--- src/rtl/frame_guard_pkg.sv ---
package frame_guard_pkg;

    // Width of one byte lane; the byte-enable width is derived from it.
    localparam int unsigned LANE_W = 8;

    typedef enum logic [1:0] {
        FG_IDLE  = 2'd0,   // waiting for a start beat
        FG_OPEN  = 2'd1,   // frame in progress downstream
        FG_ABORT = 2'd2,   // closing beat owed downstream
        FG_DROP  = 2'd3    // port disabled, input sunk
    } fg_state_e;

    typedef struct packed {
        fg_state_e state;
        logic      err;    // sticky error for the open frame
    } fg_seq_t;

endpackage

--- src/rtl/fg_sequencer.sv ---
module fg_sequencer
    import frame_guard_pkg::*;
(
    input  logic clk,
    input  logic rst_n,
    input  logic rx_en,
    input  logic in_valid,
    input  logic in_sop,
    input  logic in_eop,
    input  logic in_err,
    input  logic slot_free,
    output logic in_ready,
    output logic take,
    output logic inject,
    output logic beat_sop,
    output logic beat_eop,
    output logic beat_err
);

    fg_seq_t seq_d, seq_q;

    always_comb begin
        seq_d    = seq_q;
        in_ready = 1'b0;
        take     = 1'b0;
        inject   = 1'b0;
        beat_sop = 1'b0;
        beat_eop = 1'b0;
        beat_err = 1'b0;

        if (!rx_en) begin
            // Disabled: sink everything, settle any open frame.
            in_ready = 1'b1;
            unique case (seq_q.state)
                FG_OPEN: begin
                    seq_d.state = FG_ABORT;
                end
                FG_ABORT: begin
                    if (slot_free) begin
                        inject      = 1'b1;
                        beat_eop    = 1'b1;
                        beat_err    = 1'b1;
                        seq_d.state = FG_DROP;
                        seq_d.err   = 1'b0;
                    end
                end
                default: begin
                    seq_d.state = FG_DROP;
                    seq_d.err   = 1'b0;
                end
            endcase
        end else begin
            unique case (seq_q.state)
                FG_IDLE: begin
                    in_ready = slot_free;
                    if (in_valid && slot_free && in_sop) begin
                        take        = 1'b1;
                        beat_sop    = 1'b1;
                        beat_eop    = in_eop;
                        beat_err    = in_err;
                        seq_d.state = in_eop ? FG_IDLE : FG_OPEN;
                        seq_d.err   = in_eop ? 1'b0 : in_err;
                    end
                end
                FG_OPEN: begin
                    in_ready = slot_free;
                    if (in_valid && slot_free) begin
                        // A second start inside a frame is merged and marked.
                        take        = 1'b1;
                        beat_sop    = 1'b0;
                        beat_eop    = in_eop;
                        beat_err    = seq_q.err | in_err | in_sop;
                        seq_d.state = in_eop ? FG_IDLE : FG_OPEN;
                        seq_d.err   = in_eop ? 1'b0 : (seq_q.err | in_err | in_sop);
                    end
                end
                FG_ABORT: begin
                    // Closing beat still owed; hold the source off.
                    if (slot_free) begin
                        inject      = 1'b1;
                        beat_eop    = 1'b1;
                        beat_err    = 1'b1;
                        seq_d.state = FG_IDLE;
                        seq_d.err   = 1'b0;
                    end
                end
                default: begin
                    seq_d.state = FG_IDLE;
                    seq_d.err   = 1'b0;
                end
            endcase
        end
    end

    always_ff @(posedge clk or negedge rst_n) begin
        if (!rst_n) begin
            seq_q <= '{state: FG_IDLE, err: 1'b0};
        end else begin
            seq_q <= seq_d;
        end
    end

endmodule

--- src/rtl/fg_beat_mux.sv ---
module fg_beat_mux
    import frame_guard_pkg::*;
#(
    parameter int unsigned DATA_W = 32
) (
    input  logic                     inject,
    input  logic [DATA_W-1:0]        in_data,
    input  logic [DATA_W/LANE_W-1:0] in_be,
    output logic [DATA_W-1:0]        beat_data,
    output logic [DATA_W/LANE_W-1:0] beat_be
);

    localparam int unsigned BE_W = DATA_W / LANE_W;

    // A made-up closing beat carries no payload: clear every lane.
    for (genvar lane = 0; lane < BE_W; lane++) begin : g_lane
        assign beat_data[lane*LANE_W +: LANE_W] =
            inject ? '0 : in_data[lane*LANE_W +: LANE_W];
        assign beat_be[lane] = inject ? 1'b0 : in_be[lane];
    end

endmodule

--- src/rtl/fg_out_stage.sv ---
module fg_out_stage
    import frame_guard_pkg::*;
#(
    parameter int unsigned DATA_W = 32
) (
    input  logic                     clk,
    input  logic                     rst_n,
    input  logic                     load,
    input  logic [DATA_W-1:0]        ld_data,
    input  logic [DATA_W/LANE_W-1:0] ld_be,
    input  logic                     ld_sop,
    input  logic                     ld_eop,
    input  logic                     ld_err,
    output logic                     slot_free,
    output logic                     out_valid,
    input  logic                     out_ready,
    output logic [DATA_W-1:0]        out_data,
    output logic [DATA_W/LANE_W-1:0] out_be,
    output logic                     out_sop,
    output logic                     out_eop,
    output logic                     out_err
);

    localparam int unsigned BE_W = DATA_W / LANE_W;

    typedef struct packed {
        logic              v;
        logic              sop;
        logic              eop;
        logic              err;
        logic [BE_W-1:0]   be;
        logic [DATA_W-1:0] data;
    } slot_t;

    slot_t slot_d, slot_q;

    always_comb begin
        slot_free = !slot_q.v || out_ready;
        slot_d    = slot_q;
        if (load) begin
            slot_d.v    = 1'b1;
            slot_d.sop  = ld_sop;
            slot_d.eop  = ld_eop;
            slot_d.err  = ld_err;
            slot_d.be   = ld_be;
            slot_d.data = ld_data;
        end else if (out_ready) begin
            slot_d.v = 1'b0;
        end
    end

    always_ff @(posedge clk or negedge rst_n) begin
        if (!rst_n) begin
            slot_q <= '0;
        end else begin
            slot_q <= slot_d;
        end
    end

    assign out_valid = slot_q.v;
    assign out_data  = slot_q.data;
    assign out_be    = slot_q.be;
    assign out_sop   = slot_q.sop;
    assign out_eop   = slot_q.eop;
    assign out_err   = slot_q.err;

endmodule

--- src/rtl/frame_guard.sv ---
module frame_guard
    import frame_guard_pkg::*;
#(
    parameter int unsigned DATA_W = 32
) (
    input  logic                     clk,
    input  logic                     rst_n,
    input  logic                     rx_en,
    input  logic                     in_valid,
    output logic                     in_ready,
    input  logic [DATA_W-1:0]        in_data,
    input  logic [DATA_W/LANE_W-1:0] in_be,
    input  logic                     in_sop,
    input  logic                     in_eop,
    input  logic                     in_err,
    output logic                     out_valid,
    input  logic                     out_ready,
    output logic [DATA_W-1:0]        out_data,
    output logic [DATA_W/LANE_W-1:0] out_be,
    output logic                     out_sop,
    output logic                     out_eop,
    output logic                     out_err
);

    localparam int unsigned BE_W = DATA_W / LANE_W;

    logic              slot_free;
    logic              take;
    logic              inject;
    logic              beat_sop;
    logic              beat_eop;
    logic              beat_err;
    logic [DATA_W-1:0] beat_data;
    logic [BE_W-1:0]   beat_be;

    fg_sequencer u_seq (
        .clk       (clk),
        .rst_n     (rst_n),
        .rx_en     (rx_en),
        .in_valid  (in_valid),
        .in_sop    (in_sop),
        .in_eop    (in_eop),
        .in_err    (in_err),
        .slot_free (slot_free),
        .in_ready  (in_ready),
        .take      (take),
        .inject    (inject),
        .beat_sop  (beat_sop),
        .beat_eop  (beat_eop),
        .beat_err  (beat_err)
    );

    fg_beat_mux #(.DATA_W(DATA_W)) u_mux (
        .inject    (inject),
        .in_data   (in_data),
        .in_be     (in_be),
        .beat_data (beat_data),
        .beat_be   (beat_be)
    );

    fg_out_stage #(.DATA_W(DATA_W)) u_out (
        .clk       (clk),
        .rst_n     (rst_n),
        .load      (take | inject),
        .ld_data   (beat_data),
        .ld_be     (beat_be),
        .ld_sop    (beat_sop),
        .ld_eop    (beat_eop),
        .ld_err    (beat_err),
        .slot_free (slot_free),
        .out_valid (out_valid),
        .out_ready (out_ready),
        .out_data  (out_data),
        .out_be    (out_be),
        .out_sop   (out_sop),
        .out_eop   (out_eop),
        .out_err   (out_err)
    );

endmodule

--- config.mk ---
export PLATFORM = sky130hd
export DESIGN_NAME = frame_guard
export DESIGN_NICKNAME = d
export VERILOG_FILES = /design/src/rtl/frame_guard_pkg.sv /design/src/rtl/fg_sequencer.sv /design/src/rtl/fg_beat_mux.sv /design/src/rtl/fg_out_stage.sv /design/src/rtl/frame_guard.sv
export SDC_FILE = /design/constraint.sdc
export NUM_CORES = 1
export LEC_CHECK = 0
export ABC_AREA = 1
export BUFFER_PORTS_ARGS = -buffer_cell sky130_fd_sc_hd__buf_2
export CORE_MARGIN = 2
export CORE_UTILIZATION = 52
export CTS_CLUSTER_DIAMETER = 200
export DETAILED_ROUTE_END_ITERATION = 10
export HOLD_SLACK_MARGIN = 0.15
export PLACE_DENSITY = 0.95
export SYNTH_ARGS = -nofsm -noshare
export SYNTH_HDL_FRONTEND = slang
export SYNTH_SLANG_ARGS = --single-unit
--- constraint.sdc ---
create_clock -name clk -period 3.5 [get_ports clk]
set_input_delay 0.35 -clock clk [delete_from_list [all_inputs] [get_ports clk]]
set_output_delay 0.35 -clock clk [all_outputs]
set_load 0.005 [all_outputs]
==> metrics.yaml, run 1 <==
die:
  core_area_mm2: 0.00406
  die-area_mm2: 0.00480
  initial_utilization_pct: 54.6
  die_y_um: 69.3
  num_rows: 23
  io_pins: 85
  die_w_um: 69.3
setup_path:
  endpoint_kind: "register"
  cp-start-kind: "register"
  crit_chain: "inv_2, nor2_1, nand2_2, nand3_2, nand2_1, nand2_1"
  arrival_ns: 2.55
  critPathMaxStageDelay_ns: 0.74
  cp-startpoint: "u_seq.seq_q[2]"
  critical_path_class: "register to register"
  critPathMaxFanout: 43
  cpMostUsedCell: "nand2_1"
  rr_startpoint: "u_seq.seq_q[2]"
  worst_ep_required_time_ns: 3.68
  cpMaxStageDelayCell: "nand3_2"
logic_synthesis:
  syn_inst: 300
  synth_ff_type: "dfrtp_1"
  synth-simple-area-share_pct: 37.6
  ys_seq_area_share_pct: 48.6
  synth-edff-count: 0
  synth.mux.area_fraction_pct: 0
  yosysTopAreaCell: "dfrtp_1"
  ys_top_cells_by_count: "nand2_1, inv_1, dfrtp_1, nor2_1, nand4_1"
  synth-compound-area-share_pct: 1.64
  synth_top_area_share_pct: 48.6
  yosys_warnings: 0
  yosysUniqueCellTypes: 18
  synth-seq-cells: 43
  synth.avg_cell_area_um2: 7.39
  synth_area_leaders: "dfrtp_1, nand2_1, nand4_1, inv_1, nor2_1"
  yosysMostFrequentCell: "nand2_1"
  synthArstFlopShare_pct: 100
  synth_fa_ha_area_share_pct: 0
  syn_area_mm2: 0.00222
  synth_top_family_by_area: "simple AND/OR/NAND/NOR gates"
  synthXorXnorAreaFrac_pct: 0
  synth_nets: 344
clocking:
  cts.path.max_buffers: 2
  cts_buffers: 5
  cts.clk_slew.worst_paths_ns: 0.08
  ctsResizeCount: 0
  clkLatencyLatePin_ns: 0.30
  ctsHoldBuffers: 0
  tritoncts: "yes"
  clock_sinks: 43
  htreeDepth: 2
  cts_setup_buffers: 0
  cts-root-buf: "clkbuf_8"
sta:
  fin_crit_sh_pct: 67.8
  hold_viol: 0
  max_freq_mhz: 422
  maxSlewHeadroom_pct: 38.8
  holdWs_ns: 0.172
  setup_viol: 0
  setup_tns_ns: 0
  rsz0062_at_grt: "no"
  fin_skew_ns: 0.00704
  slew_violations: 0
  max_slew.worst_pin.slew_ns: 0.917
  period_needed_ns: 2.37
power_and_ir_drop:
  powerDensity_mw_per_mm2: 816
  power.ir.vdd_worst_uv: 437
  cellLeakagePower_nw: 1.71
grt:
  grt_pass1_wl_um: 9160
  grt_pass1_vias: 2080
  grt_max_degree: 44
  grt-ovfl-total: 0
  track_usage_pct: 23.6
  antenna_found_initial: 0
hold_path:
  hp-class: "input pin to asynchronous set/reset pin"
finish:
  area_delta_synth_final_pct: 24.1
  fin_util_pct: 67.7
  drive_gt1_share_pct: 26.9
  fin_nets: 418
  num_antenna_cells: 0
route:
  num_vias: 2177
  drtIter0Drc: 238
  wirelength_um: 5500
  route.detailed.drc: 0
  dr.pass1.iters: 4
  viasPerCell: 5.12
  postRouteAntennaNets: 0
  wl_per_cell_um: 12.9
placed_design:
  gp_congestion: 0.804
  dp_hpwl_um: 3620
  port_buffers: 84
job:
  maxCapViolations: 0
run_status:
  status: "finished clean"
==> critical path, delay by kind of cell, from the launching register on <==
family                 cells  cell delay, ns
buffers and inverters      1            0.08
DFF                        1            0.45
and+or+nand+nor            5            1.70
==> path summary, 6_finish.rpt <==
check	cells past startpoint	slack, ns	to
min reg2reg	2	0.51	u_out.out_sop
max in group asynchronous	1	2.75	u_out.out_data[16]
max	6	1.13	u_out.out_data[20]
max reg2reg	6	1.13	u_out.out_data[20]
min in group clk	5	0.34	u_out.out_data[11]
min	1	0.17	u_out.out_data[30]
==> placed cells by master, fill, tap and decap left out, types with 2 or more instances in the layout <==
cell type and count:
bufinv_16 2, a21oi_1 2, nor2_1 42, buf_2 84
nand2_1 90, o21ai_0 4, inv_1 44, inv_2 2
nand2_2 3, nand4_1 40, dfrtp_1 43, clkbuf_8 5
buf_4 2, nand3_1 6
==> per-layer routing <==
metal / part of all wire (%) / track usage [%] / wire length [µm]
met2: 49 / 39.3 / 2720
met1: 41 / 29.1 / 2250
met3: 6.7 / 5.67 / 367
met5: 0 / 0 / 0
met4: 2.9 / 10.7 / 162
==> where the power goes <==
| part | leakage [nW] | internal, W | switching [W] |
|---|---|---|---|
| sequential | 0.541 | 0.000722 | 0.000132 |
| clock | 0.0654 | 0.000285 | 0.000174 |
| combinational | 1.10 | 0.000372 | 0.000557 |
==> cell type report <==
cell class                 instances  area [µm²]
fill                             327        1310
multi-input combinational        192         870
inverter                          46         173
clock inverter                     2        60.1
sequential                        43        1080
tap                               50        62.6
timing repair buffer              86         435
clock buffer                       6        72.6
==> registers in the layout, summed over array words and instances (netlist names) <==
name / count
u_out.out_data: 32
u_out.out_be: 4
u_seq.seq_q: 3
u_out.out_eop: 1
u_out.out_err: 1
u_out.out_sop: 1
u_out.out_valid: 1
==> kinds of logic (layout without fill, tap and decap cells) <==
| kind of cell | after synthesis | in the layout |
|---|---|---|
| AOI/OAI and AO/OA | 7 | 7 |
| buffers and inverters | 65 | 140 |
| and+or+nand+nor | 185 | 185 |
| DFF | 43 | 43 |
==> per-stage QoR <==
step | instance area (µm²) | instances | total power [W] | setup slack (ns)
global placement | 2620 | 417 | 0.00175 | 1.10
floorplan | 2220 | 300 | 0.00145 | 2.22
detailed placement | 2620 | 417 | 0.00179 | 1.11
global route | 2750 | 425 | 0.00241 | 0.897
CTS | 2750 | 425 | 0.00225 | 1.13
finish | 2750 | 425 | 0.00224 | 1.13
(Power assumes the default switching activity.)
==> run 2, diff against run 1 <==
CORE_UTILIZATION = 44   (was 52)
PLACE_DENSITY = 0.87   (was 0.95)
clock period = 1.94 ns   (was 3.5 ns; I/O delays follow)
==> metrics.yaml, run 2 (same netlist as run 1, synthesis figures left out) <==
sta:
  maxSlewHeadroom_pct: 51.0  # +12 points
  hold_viol: 0  # unchanged
  holdWs_ns: 0.193  # +0.0202 ns
  max_slew.worst_pin.slew_ns: 0.735  # -0.182 ns
  fin_crit_sh_pct: 80.2  # +12 points
  period_needed_ns: 1.56  # -0.817 ns
  setup_viol: 0  # unchanged
  slew_violations: 0  # unchanged
  max_freq_mhz: 643  # +52%
  rsz0062_at_grt: "no"
  setup_tns_ns: 0  # unchanged
  fin_skew_ns: 0.00516  # -0.00188 ns
power_and_ir_drop:
  switchingPower_w: 0.00157  # +82%
  powerDensity_mw_per_mm2: 1380  # +70%
  p_clk_share_pct: 14.3  # -6.2 points
  switching_share_pct: 40.3  # +1.8 points
  intPower_w: 0.00232  # +68%
  cellLeakagePower_nw: 1.73  # +1.1%
  pwr-share-comb_pct: 45.9  # +4.4 points
  share_seq_of_total_power_pct: 39.8  # +1.8 points
  power.ir.vdd_worst_uv: 716  # +64%
finish:
  area_delta_synth_final_pct: 26.8
  final_area_mm2: 0.00281  # +2.2%
  drive_gt1_share_pct: 28.2  # +1.3 points
  final_cell_mix: "nand2_1, buf_2, inv_1"
  largest_reg_flops: 32  # unchanged
  fin_util_pct: 58.7  # -9.0 points
  fin_nets: 426  # +1.9%
  fillCellCount: 444  # +36%
  final_common_cell: "nand2_1"
  num_antenna_cells: 0  # unchanged
  register_area_mm2: 0.00108  # unchanged
  multiInputGateArea_um2: 870  # unchanged
setup_path:
  worst_ep_required_time_ns: 2.17  # -1.51 ns
  critPathMaxFanout: 34  # -21%
  endpoint_kind: "register"
  rrSetupSlack_ns: 0.38  # -0.74 ns
  reg2regPathDepth: 8  # +2
  arrival_ns: 1.79  # -0.76 ns
  r2r_end: "u_out.out_data[11]"
  cp-start-kind: "register"
  critical_path_class: "register to register"
  rr_startpoint: "u_seq.seq_q[2]"
route:
  dr.pass1.iters: 4  # unchanged
  viasPerCell: 4.98  # -2.9%
  route.detailed.drc: 0  # unchanged
  drtIter0Drc: 186  # -22%
  postRouteAntennaNets: 0  # unchanged
  wirelength_um: 5520  # +0.44%
  wl_per_cell_um: 12.3  # -5.1%
  num_vias: 2239  # +2.8%
placed_design:
  port_buffers: 84  # unchanged
  dp_hpwl_um: 4020  # +11%
  placed_area_mm2: 0.00272  # +3.8%
  gp_congestion: 0.901  # +12%
job:
  maxCapViolations: 0  # unchanged
grt:
  grt_pass1_vias: 2067  # -0.63%
  grt_max_degree: 35  # -20%
  met3_usage_pct: 5.89  # +0.22 points
  busiest_layer: "met2"
  grt_util_met1_pct: 26.5  # -2.5 points
  grt_pass1_wl_um: 9120  # -0.46%
  grt_use_met2_pct: 36.2  # -3.2 points
  track_usage_pct: 21.3  # -2.3 points
  antenna_found_initial: 0  # unchanged
  grt-ovfl-total: 0  # unchanged
clocking:
  clock_sinks: 43  # unchanged
  cts.clk_slew.worst_paths_ns: 0.08  # about the same
  tritoncts: "yes"
  ctsHoldBuffers: 1  # +1
  cts_setup_buffers: 0  # unchanged
  clkLatencyLatePin_ns: 0.29  # about the same
  htreeDepth: 2  # unchanged
  cts_buffers: 5  # unchanged
  ctsResizeCount: 0  # unchanged
  cts.path.max_buffers: 2  # unchanged
  cts-root-buf: "clkbuf_8"
run_status:
  status: "finished clean"
die:
  die_y_um: 75.0  # +8.2%
  num_rows: 25  # +8.7%
  core_area_mm2: 0.00479  # +18%
  initial_utilization_pct: 46.3  # -8.3 points
  die_w_um: 75.0  # +8.2%
  io_pins: 85  # unchanged
  die-area_mm2: 0.00562  # +17%
hold_path:
  hp-start: "in_data[19]"
  holdPathEnd: "u_out.out_data[19]"
  hp-class: "input pin to register"
  min_path_cells: 5
run 2: metrics by stage:
step | setup WS (ns) | power, W | cells
2_1_floorplan | 0.682 | 0.00262 | 300
3_3_place_gp | 0.483 | 0.00328 | 441
3_5_place_dp | 0.430 | 0.00336 | 441
4_1_cts | 0.418 | 0.00393 | 450
5_1_grt | 0.274 | 0.00424 | 450
6_report | 0.384 | 0.00389 | 450
run 2: worst max-delay path by stage:
| stage | startpoint | end | slack [ns] | depth (start not counted) |
|---|---|---|---|---|
| finish | u_seq.seq_q[2] | u_out.out_data[11] | 0.38 | 8 |
| detailed placement | u_seq.seq_q[2] | u_out.out_data[11] | 0.43 | 8 |
| CTS | u_seq.seq_q[2] | u_out.out_data[11] | 0.42 | 8 |
| global placement | u_seq.seq_q[2] | u_out.out_data[25] | 0.48 | 8 |
| floorplan | u_out.out_valid | u_out.out_data[28] | 0.68 | 8 |
| global route | u_out.out_valid | u_out.out_data[11] | 0.27 | 8 |
run 2: worst max-delay path, cell delays in order, from the launching register on:
cell and delay (ns):
dfrtp_1 0.45, inv_2 0.08, nand2_1 0.07, nor2_1 0.18, nand2_2 0.20, nand3_2 0.15, buf_12 0.19, nand2_1 0.08
nand2_1 0.07
run 2: final cells by class:
| class | instances | share of cell area (%) |
|---|---|---|
| sequential | 43 | 38.3 |
| multi-input combinational | 192 | 30.9 |
| timing repair buffer | 94 | 18.6 |
| inverter | 46 | 6.14 |
| tap | 67 | 2.98 |
| clock buffer | 6 | 2.58 |
| clock inverter | 2 | 0.445 |
run 2: metal layers:
layer | vias to the layer above | share of wire [%]
met5 | - | 0
met4 | 0 | 1.3
met3 | 8 | 7.1
met2 | 90 | 49
met1 | 1039 | 42
li1 | 1102 | -
run 2: power groups by stage:
| stage | logic, W | clock network (W) | registers (W) |
|---|---|---|---|
| 2_1_floorplan | 0.00106 | 0 | 0.00156 |
| 3_3_place_gp | 0.00173 | 0 | 0.00155 |
| 3_5_place_dp | 0.00181 | 0 | 0.00155 |
| 4_1_cts | 0.00181 | 0.000573 | 0.00155 |
| 5_1_grt | 0.00204 | 0.000606 | 0.00160 |
| 6_report | 0.00178 | 0.000556 | 0.00155 |
